`src/rtl/uart_host_pkg.sv`:
```
package uart_host_pkg;
  localparam int ADDR_W   = 3;
  localparam int DATA_W   = 8;
  localparam int DIV_W    = 16;
  localparam int IER_W    = 4;
  localparam int MCR_W    = 5;
  localparam int MODEM_W  = 4;
  localparam int RXERR_W  = 3;
  localparam int IID_W    = 4;
  localparam int DLAB_BIT = 6;

  localparam logic [ADDR_W-1:0] A_DATA = 3'd0;
  localparam logic [ADDR_W-1:0] A_IER  = 3'd1;
  localparam logic [ADDR_W-1:0] A_IID  = 3'd2;
  localparam logic [ADDR_W-1:0] A_LCR  = 3'd3;
  localparam logic [ADDR_W-1:0] A_MCR  = 3'd4;
  localparam logic [ADDR_W-1:0] A_LSR  = 3'd5;
  localparam logic [ADDR_W-1:0] A_MSR  = 3'd6;

  typedef enum logic [IID_W-1:0] {
    IID_MODEM  = 4'h0,
    IID_NONE   = 4'h1,
    IID_THRE   = 4'h2,
    IID_RXDATA = 4'h4,
    IID_LINE   = 4'h6
  } iid_e;

  typedef struct packed {
    logic thr;
    logic div_lo;
    logic div_hi;
    logic ier;
    logic lcr;
    logic mcr;
  } wsel_t;

  typedef struct packed {
    logic rbr;
    logic lsr;
    logic msr;
  } rsel_t;
endpackage

```
`src/rtl/uart_host_decode.sv`:
```
module uart_host_decode
  import uart_host_pkg::*;
(
  input  logic [ADDR_W-1:0] addr,
  input  logic              wr_en,
  input  logic              rd_en,
  input  logic              dlab,
  output wsel_t             wsel,
  output rsel_t             rsel
);
  always_comb begin
    wsel = '0;
    if (wr_en) begin
      case (addr)
        A_DATA: begin
          if (dlab) wsel.div_lo = 1'b1;
          else      wsel.thr    = 1'b1;
        end
        A_IER: begin
          if (dlab) wsel.div_hi = 1'b1;
          else      wsel.ier    = 1'b1;
        end
        A_LCR:   wsel.lcr = 1'b1;
        A_MCR:   wsel.mcr = 1'b1;
        default: ;
      endcase
    end
  end

  always_comb begin
    rsel = '0;
    if (rd_en) begin
      case (addr)
        A_DATA:  rsel.rbr = ~dlab;
        A_LSR:   rsel.lsr = 1'b1;
        A_MSR:   rsel.msr = 1'b1;
        default: ;
      endcase
    end
  end
endmodule

```
`src/rtl/uart_host_line_status.sv`:
```
module uart_host_line_status
  import uart_host_pkg::*;
(
  input  logic               clk,
  input  logic               rst_n,
  input  logic [DATA_W-1:0]  rx_data,
  input  logic               rx_valid,
  input  logic [RXERR_W-1:0] rx_err,
  input  logic               tx_taken,
  input  logic               tx_done,
  input  logic               thr_wr,
  input  logic               rbr_rd,
  input  logic               lsr_rd,
  output logic [DATA_W-1:0]  rbr,
  output logic [DATA_W-1:0]  lsr
);
  localparam int ERR_W = RXERR_W + 1;

  logic [DATA_W-1:0] rbr_q;
  logic              dr_q, dr_n;
  logic [ERR_W-1:0]  err_q, err_n;
  logic              thre_q, thre_n;
  logic              temt_q, temt_n;
  logic              overrun_set;

  always_comb begin
    overrun_set = rx_valid & dr_q & ~rbr_rd;
    if (rx_valid)    dr_n = 1'b1;
    else if (rbr_rd) dr_n = 1'b0;
    else             dr_n = dr_q;
    err_n = (lsr_rd ? '0 : err_q) | {rx_err, overrun_set};
    if (thr_wr)        thre_n = 1'b0;
    else if (tx_taken) thre_n = 1'b1;
    else               thre_n = thre_q;
    if (thr_wr)       temt_n = 1'b0;
    else if (tx_done) temt_n = 1'b1;
    else              temt_n = temt_q;
  end

  always_ff @(posedge clk or negedge rst_n) begin
    if (!rst_n) begin
      rbr_q  <= '0;
      dr_q   <= 1'b0;
      err_q  <= '0;
      thre_q <= 1'b1;
      temt_q <= 1'b1;
    end else begin
      if (rx_valid) rbr_q <= rx_data;
      dr_q   <= dr_n;
      err_q  <= err_n;
      thre_q <= thre_n;
      temt_q <= temt_n;
    end
  end

  assign rbr = rbr_q;
  assign lsr = {1'b0, temt_q, thre_q, err_q, dr_q};
endmodule

```
`src/rtl/uart_host_modem_status.sv`:
```
module uart_host_modem_status
  import uart_host_pkg::*;
(
  input  logic               clk,
  input  logic               rst_n,
  input  logic [MODEM_W-1:0] modem_in,
  input  logic               msr_rd,
  output logic [DATA_W-1:0]  msr
);
  logic [MODEM_W-1:0] cur_q;
  logic [MODEM_W-1:0] delta_q, delta_n;

  for (genvar i = 0; i < MODEM_W; i++) begin : g_line
    assign delta_n[i] = (delta_q[i] & ~msr_rd) | (modem_in[i] ^ cur_q[i]);
  end

  always_ff @(posedge clk or negedge rst_n) begin
    if (!rst_n) begin
      cur_q   <= '0;
      delta_q <= '0;
    end else begin
      cur_q   <= modem_in;
      delta_q <= delta_n;
    end
  end

  assign msr = {cur_q, delta_q};
endmodule

```
`src/rtl/uart_host_irq_ident.sv`:
```
module uart_host_irq_ident
  import uart_host_pkg::*;
(
  input  logic [IER_W-1:0] ier,
  input  logic             line_err,
  input  logic             data_ready,
  input  logic             thr_empty,
  input  logic             modem_delta,
  output logic [IID_W-1:0] iid,
  output logic             irq
);
  iid_e code;

  always_comb begin
    if (ier[2] && line_err)         code = IID_LINE;
    else if (ier[0] && data_ready)  code = IID_RXDATA;
    else if (ier[1] && thr_empty)   code = IID_THRE;
    else if (ier[3] && modem_delta) code = IID_MODEM;
    else                            code = IID_NONE;
  end

  assign iid = code;
  assign irq = (code != IID_NONE);
endmodule

```
`src/rtl/uart_host_regs.sv`:
```
module uart_host_regs
  import uart_host_pkg::*;
(
  input  logic               clk,
  input  logic               rst_n,
  input  logic [ADDR_W-1:0]  addr,
  input  logic               wr_en,
  input  logic               rd_en,
  input  logic [DATA_W-1:0]  wdata,
  output logic [DATA_W-1:0]  rdata,
  input  logic [DATA_W-1:0]  rx_data,
  input  logic               rx_valid,
  input  logic [RXERR_W-1:0] rx_err,
  input  logic               tx_taken,
  input  logic               tx_done,
  input  logic [MODEM_W-1:0] modem_in,
  output logic [DATA_W-1:0]  tx_data,
  output logic               tx_load,
  output logic               rx_ack,
  output logic [DIV_W-1:0]   divisor,
  output logic               div_load,
  output logic [DATA_W-1:0]  line_ctrl,
  output logic [MCR_W-1:0]   modem_ctrl,
  output logic               irq
);
  localparam int HALF_DIV = DIV_W / 2;

  // reset: asynchronous assert, synchronous release
  logic [1:0] rst_pipe;
  logic       rst_core_n;

  always_ff @(posedge clk or negedge rst_n) begin
    if (!rst_n) rst_pipe <= '0;
    else        rst_pipe <= {rst_pipe[0], 1'b1};
  end
  assign rst_core_n = rst_pipe[1];

  logic [IER_W-1:0]    ier_q, ier_n;
  logic [DATA_W-1:0]   lcr_q, lcr_n;
  logic [MCR_W-1:0]    mcr_q, mcr_n;
  logic [HALF_DIV-1:0] dll_q, dll_n;
  logic [HALF_DIV-1:0] dlm_q, dlm_n;
  logic [DATA_W-1:0]   thr_q, thr_n;
  logic                tx_load_q, rx_ack_q, div_load_q;
  logic                dlab;
  wsel_t               wsel;
  rsel_t               rsel;
  logic [DATA_W-1:0]   rbr, lsr, msr;
  logic [IID_W-1:0]    iid;

  assign dlab = lcr_q[DLAB_BIT];

  uart_host_decode u_decode (
    .addr  (addr),
    .wr_en (wr_en),
    .rd_en (rd_en),
    .dlab  (dlab),
    .wsel  (wsel),
    .rsel  (rsel)
  );

  uart_host_line_status u_line (
    .clk      (clk),
    .rst_n    (rst_core_n),
    .rx_data  (rx_data),
    .rx_valid (rx_valid),
    .rx_err   (rx_err),
    .tx_taken (tx_taken),
    .tx_done  (tx_done),
    .thr_wr   (wsel.thr),
    .rbr_rd   (rsel.rbr),
    .lsr_rd   (rsel.lsr),
    .rbr      (rbr),
    .lsr      (lsr)
  );

  uart_host_modem_status u_modem (
    .clk      (clk),
    .rst_n    (rst_core_n),
    .modem_in (modem_in),
    .msr_rd   (rsel.msr),
    .msr      (msr)
  );

  uart_host_irq_ident u_irq (
    .ier         (ier_q),
    .line_err    (|lsr[4:1]),
    .data_ready  (lsr[0]),
    .thr_empty   (lsr[5]),
    .modem_delta (|msr[MODEM_W-1:0]),
    .iid         (iid),
    .irq         (irq)
  );

  // next state with explicit enables
  always_comb begin
    ier_n = wsel.ier    ? wdata[IER_W-1:0]    : ier_q;
    lcr_n = wsel.lcr    ? wdata               : lcr_q;
    mcr_n = wsel.mcr    ? wdata[MCR_W-1:0]    : mcr_q;
    dll_n = wsel.div_lo ? wdata[HALF_DIV-1:0] : dll_q;
    dlm_n = wsel.div_hi ? wdata[HALF_DIV-1:0] : dlm_q;
    thr_n = wsel.thr    ? wdata               : thr_q;
  end

  always_ff @(posedge clk or negedge rst_core_n) begin
    if (!rst_core_n) begin
      ier_q      <= '0;
      lcr_q      <= '0;
      mcr_q      <= '0;
      dll_q      <= '0;
      dlm_q      <= '0;
      thr_q      <= '0;
      tx_load_q  <= 1'b0;
      rx_ack_q   <= 1'b0;
      div_load_q <= 1'b0;
    end else begin
      ier_q      <= ier_n;
      lcr_q      <= lcr_n;
      mcr_q      <= mcr_n;
      dll_q      <= dll_n;
      dlm_q      <= dlm_n;
      thr_q      <= thr_n;
      tx_load_q  <= wsel.thr;
      rx_ack_q   <= rsel.rbr;
      div_load_q <= wsel.div_lo | wsel.div_hi;
    end
  end

  // read multiplexer
  always_comb begin
    case (addr)
      A_DATA:  rdata = dlab ? dll_q : rbr;
      A_IER:   rdata = dlab ? dlm_q : {{(DATA_W-IER_W){1'b0}}, ier_q};
      A_IID:   rdata = {{(DATA_W-IID_W){1'b0}}, iid};
      A_LCR:   rdata = lcr_q;
      A_MCR:   rdata = {{(DATA_W-MCR_W){1'b0}}, mcr_q};
      A_LSR:   rdata = lsr;
      A_MSR:   rdata = msr;
      default: rdata = '0;
    endcase
  end

  assign tx_data    = thr_q;
  assign tx_load    = tx_load_q;
  assign rx_ack     = rx_ack_q;
  assign divisor    = {dlm_q, dll_q};
  assign div_load   = div_load_q;
  assign line_ctrl  = lcr_q;
  assign modem_ctrl = mcr_q;
endmodule

```
`config.mk`:
```
export PLATFORM = sky130hd
export DESIGN_NAME = uart_host_regs
export DESIGN_NICKNAME = d
export VERILOG_FILES = /design/src/rtl/uart_host_pkg.sv /design/src/rtl/uart_host_decode.sv /design/src/rtl/uart_host_line_status.sv /design/src/rtl/uart_host_modem_status.sv /design/src/rtl/uart_host_irq_ident.sv /design/src/rtl/uart_host_regs.sv
export SDC_FILE = /design/constraint.sdc
export NUM_CORES = 1
export LEC_CHECK = 0
export ABC_AREA = 0
export BUFFER_PORTS_ARGS = -buffer_cell sky130_fd_sc_hd__buf_2
export CAP_MARGIN = 25
export CELL_PAD_IN_SITES_DETAIL_PLACEMENT = 2
export CELL_PAD_IN_SITES_GLOBAL_PLACEMENT = 2
export CORE_UTILIZATION = 35
export CTS_CLUSTER_SIZE = 28
export DETAILED_ROUTE_END_ITERATION = 8
export PLACE_DENSITY_LB_ADDON = 0.1
export SKIP_CTS_REPAIR_TIMING = 1
export SLEW_MARGIN = 20
export SYNTH_ARGS = -nofsm -noshare
export SYNTH_HDL_FRONTEND = slang
export SYNTH_HIERARCHICAL = 1
export SYNTH_SLANG_ARGS = --single-unit
```
`constraint.sdc`:
```
create_clock -name clk -period 2.3 [get_ports clk]
set_input_delay 0.23 -clock clk [delete_from_list [all_inputs] [get_ports clk]]
set_output_delay 0.23 -clock clk [all_outputs]
set_load 0.1 [all_outputs]
```
-- Word level (Yosys, flattened, before mapping)
Cells that the tools add are included.
- register bits after elaboration: 69
- bits of input ports: 33
- output and inout port bits: 49
- word-level logic and storage cells: 78
- eq/ne operators: 7
- reduce and logical (&&, ||, !) cells: 10
- mux-type cells: 25
- bitwise logic cells: 19
- operator list (operator ; number):
    one-hot mux 8 bit (7 select lines) ; 1
    2-to-1 mux 4 bit ; 4
    2-to-1 mux 8 bit ; 2
    2-to-1 mux 1 bit ; 14
    equality test 3 bit, second input constant ; 3
    OR reduction 4 bit ; 2
    bitwise AND 1 bit ; 6
    equality test 3 x 2 -> 1 bit, second input constant ; 2
    2-to-1 mux 6 bit ; 1
    nonzero test 2 bit ; 3
    OR 1 bit ; 5
    logical AND 1 bit ; 4
    2-to-1 mux 2 bit ; 2
    inequality test 4 x 1 -> 1 bit, second input constant ; 1
    OR 4 bit ; 1
    bitwise XOR 1 bit ; 4
    equality test 3 x 1 -> 1 bit, second input constant ; 1
    zero test 3 bit ; 1
    2-to-1 mux 3 bit ; 1
    NOT 1 bit ; 3

-- Longest topological paths before layout
- depth in word-level cells: 7
- depth in mapped cells: 6

-- Cells and area by module
Netlist, hierarchy kept.
- by module, submodules not included (module ; times used ; sequential area each (um2) ; cells an instance ; area an instance (um2)):
    uart_host_regs ; 1 ; 1151.1 ; 174 ; 2289.7
    uart_host_line_status ; 1 ; 377.9 ; 40 ; 606.8
    uart_host_modem_status ; 1 ; 200.2 ; 20 ; 270.3
    uart_host_decode ; 1 ; 0.0 ; 13 ; 108.9
    uart_host_irq_ident ; 1 ; 0.0 ; 7 ; 52.6

-- Worst setup path after synthesis
OpenSTA, ideal clock, no wires.
- kind: reg-to-output
- from: register lcr_q[6] (netlist: line_ctrl[6])
- to: output rdata[6]
- data arrival time: 2.897 ns
- slack: -0.827 ns
- cell stages (with the launch flop): 5
- cell sequence: dfrtp_1 buf_6 buf_6 a31oi_1 o211ai_1
- longest elaborated chain between the ends: 2
- elaborated cells on any way between the ends: 3
- classes of those cells: 3 x mux
- ends and longest elaborated chain (item ; line ; text):
    from (decl) ; uart_host_regs.sv:39 ; logic [DATA_W-1:0] lcr_q, lcr_n;
    from (signal assigned) ; uart_host_regs.sv:118 ; lcr_q <= lcr_n;
    2-to-1 mux 8 bit, on equally long branches ; uart_host_regs.sv:133, uart_host_regs.sv:132 ;
    one-hot mux 8 bit (7 select lines) * ; uart_host_regs.sv:131 ; case (addr)
    to (decl) ; uart_host_regs.sv:10 ; output logic [DATA_W-1:0] rdata,
Every way passes the cells marked *; elsewhere a longest branch is shown, timed or not.

-- Worst setup path in the final report
- from: register u_line.err_q[0]
- to: output rdata[2]
- longest elaborated chain between the ends: 4
- ends and longest elaborated chain (item ; line ; text):
    from (decl) ; uart_host_line_status.sv:21 ; logic [ERR_W-1:0] err_q, err_n;
    from (signal assigned) ; uart_host_line_status.sv:50 ; err_q <= err_n;
    OR reduction 4 bit ; uart_host_regs.sv:87 ; .line_err (|lsr[4:1]),
    logical AND 1 bit ; uart_host_irq_ident.sv:15 ; if (ier[2] && line_err) code = IID_LINE;
    2-to-1 mux 4 bit ; uart_host_irq_ident.sv:15 ;
    named net iid[2] ; uart_host_regs.sv:49 ; logic [IID_W-1:0] iid;
    one-hot mux 8 bit (7 select lines) ; uart_host_regs.sv:131 ;
The timed path passes the listed nets, and every way through them passes these cells.

==> impl_metrics.tcl <==
set metrics [dict create \
    cap_violations 0 \
    highest_layer "met4" \
    clock-sinks 69 \
    postPlaceCellArea_mm2 0.00400 \
    total_power_mw 5.45 \
    dp_hpwl_mm 6.90 \
    hold_path_end "u_modem/cur_q[2]" \
    reg2reg_from "line_ctrl[6]" \
    overflow 0 \
    syn2layout_area_growth_pct 31.1 \
    grt_use_total 0.208 \
    synth.distinct_cells 46 \
    crit_type "reg2out" \
    grt_start_max_net_pins 39 \
    fin_setup_tns_ps -679 \
    start_kind "flop" \
    worstHoldPathCells 1 \
    antenna_found_initial 0 \
    io_pins 82 \
    syn_nets 287 \
    die_area_mm2 0.00990 \
    cp-end-kind "output pin" \
    skew_ps 11.3 \
    num-fill-cells 968 \
    drc 0 \
    hp-class "in2reg" \
    wire_per_inst_um 20.1 \
    ff2ff_path_depth 4 \
    clockBufferDepth 2 \
    tightest_slew_ps 645 \
    r2r_slack_ps 430 \
    firstDrtPassIters 5 \
    initial_utilization 0.360 \
    max_freq_ghz 0.390 \
    power.density_mw_per_mm2 1250 \
    violations "setup timing" \
    placementRows 35 \
    critPathMaxFanout 3 \
    slew_headroom 0.569 \
    cp.required_ps 2070 \
    finalNetCount 383 \
    root_buffer "clkbuf_8" \
    vias 2457 \
    design_area_mm2 0.00436 \
    p_leak_nw 2.04 \
    post-route-period-util 1.11 \
    slew_violations 0 \
    die_height_um 99.5 \
    drive_above_1_share 0.577 \
    synth_cells 254 \
    n_antenna_cell 0 \
    clkTransAtPathRegs_ps 80 \
    max-vdd-ir-drop_uv 691 \
    async_flop_share 1.00 \
    yosysSeqAreaShare 0.520 \
    ys.warnings.count 6 \
    clk_latency_ps 360 \
    synth-edff-count 0 \
    hp-start "modem_in[2]" \
    cts_tree "built" \
    fin_ws_ps -263 \
    place.gp.congestion 0.805 \
    critPathArrivalTime_ps 2330 \
    die_x_um 99.5 \
    drt-total-wl_mm 9.75 \
    synth_area_mm2 0.00333 \
    period_needed_ps 2560 \
    syn_avg_cell_area_um2 13.1 \
    viasPerCell 5.08 \
    grt_pass1_vias 2577 \
    r2r_end "ier_q[3]" \
    wl_met3_um 341 \
    drt-initial-drc-count 91 \
    grt_pass1_wl_mm 15.1 \
    htree_num_levels 3 \
    setup_viol 4 \
    met1_length_mm 4.35 \
    synthFlopType "dfrtp_1" \
    ys_ff_latch 69 \
    drtAntennaViolNets 0 \
    grt_setup_unrepaired "yes" \
    hold_viol_final 0 \
    status "complete, but fails checks" \
    wl_met2_mm 4.97 \
    io_buffers 81 \
    core_area_mm2 0.00924 \
    numCtsBuffers 9 \
]
[kinds of logic (layout without fill, tap and decap cells)]
family | count (synthesis) | count (layout) | synth area share
compound gates | 37 | 37 | 0.0793
xor+xnor | 4 | 4 | 0.0105
buf+inv | 26 | 127 | 0.0459
flops | 69 | 69 | 0.520
mux | 65 | 65 | 0.232
other cells | 3 | 3 | 0.00338
simple gates | 50 | 50 | 0.109
[worst max-delay path by stage]
| stage | slack (ps) | start | to | cells after the start |
|---|---|---|---|---|
| finish | -260 | u_line/err_q[0] | rdata[2] | 6 |
| floorplan | -520 | line_ctrl[6] | rdata[6] | 4 |
| CTS | -450 | u_line/err_q[0] | rdata[2] | 6 |
| detailed placement | -4 | u_line/err_q[0] | rdata[2] | 6 |
| global route | -330 | u_line/err_q[0] | rdata[2] | 6 |
| global placement | 60 | u_line/err_q[0] | rdata[2] | 6 |
[cell usage in the layout (no fill, tap or decap), drive strengths merged, types with 2 or more instances in the layout]
master / netlist / routed
mux2: 64 / 64
xnor2: 4 / 4
clkinvlp: 0 / 2
and4bb: 2 / 2
dfstp: 2 / 2
o211ai: 4 / 4
and3b: 14 / 14
or4: 2 / 2
nor3b: 3 / 3
and3: 3 / 3
inv: 9 / 12
a32o: 2 / 2
conb: 3 / 3
nor2: 5 / 5
nand4: 2 / 2
a32oi: 2 / 2
a22oi: 6 / 6
dlygate4sd3: 0 / 3
a21o: 4 / 4
o21ai: 10 / 10
nand2: 4 / 4
a31oi: 3 / 3
nand3: 6 / 6
dfrtp: 67 / 67
nor2b: 3 / 3
buf: 10 / 98
clkbuf: 7 / 10
[per-layer routing]
metal,GRT usage,vias to the layer above
met2,0.346,59
met3,0.0387,8
met4,0.0747,0
met1,0.272,1268
met5,0,-
li1,-,1122
[critical path: stages, from the launching register on]
cell	delay, ps
dfrtp_1	410
or4_4	580
a22o_4	270
and3b_1	190
o21ai_2	130
nand4_1	180
buf_8	230
[power by group]
group / internal (mW) / switching [mW]
Clock: 0.514 / 0.530
Combinational: 0.661 / 2.08
Sequential: 1.46 / 0.204
[area by class of cell]
type,count,area [um2],share of cell area
Timing Repair Buffer,102,707,0.162
Sequential cell,69,1740,0.398
Multi-Input combinational cell,159,1520,0.349
Clock inverter,7,80.1,0.0184
Tap cell,129,161,0.0370
Clock buffer,9,124,0.0284
Inverter,9,33.8,0.00774
[flip-flops by register name, indices dropped and copies added, names as in the netlist, 5 cells and up]
name,cells
dlm_q,8
modem_ctrl,5
line_ctrl,8
tx_data,8
dll_q,8
u_line/rbr,8
[stage by stage]
stage	std cells	hold WS, ps	utilization	setup slack [ps]
final	484	12.6	0.472	-263
after global routing	484	0.294	0.472	-326
after CTS	474	-370	0.455	-447
after detailed placement	458	16.5	0.433	-4.16
after global placement	458	14.8	0.433	58.3
after floorplan	254	-65.6	-	-523
[cell usage after synthesis, types with 2 or more instances]
| master | n | area, um2 |
|---|---|---|
| nor2b_1 | 2 | 12.5 |
| nand4_1 | 2 | 12.5 |
| or4_1 | 2 | 15.0 |
| mux2_2 | 53 | 597 |
| dfstp_2 | 2 | 52.6 |
| and3b_1 | 14 | 123 |
| inv_1 | 9 | 33.8 |
| nand3_1 | 6 | 30.0 |
| dfrtp_1 | 67 | 1680 |
| conb_1 | 3 | 11.3 |
| nor3b_1 | 3 | 22.5 |
| a31oi_1 | 3 | 18.8 |
| mux2_4 | 11 | 165 |
| o211ai_1 | 4 | 30.0 |
| a21o_1 | 3 | 22.5 |
| and3_1 | 2 | 12.5 |
| nand2_1 | 4 | 15.0 |
| nor2_1 | 5 | 18.8 |
| buf_4 | 6 | 45.0 |
| a32oi_1 | 2 | 17.5 |
| xnor2_1 | 4 | 35.0 |
| clkbuf_2 | 2 | 10.0 |
| o21ai_0 | 5 | 25.0 |
| a32o_1 | 2 | 20.0 |
| buf_6 | 4 | 45.0 |
| clkbuf_1 | 5 | 18.8 |
| a22oi_1 | 6 | 45.0 |
| o21ai_1 | 5 | 25.0 |
Power figures use the tool's default switching activity.
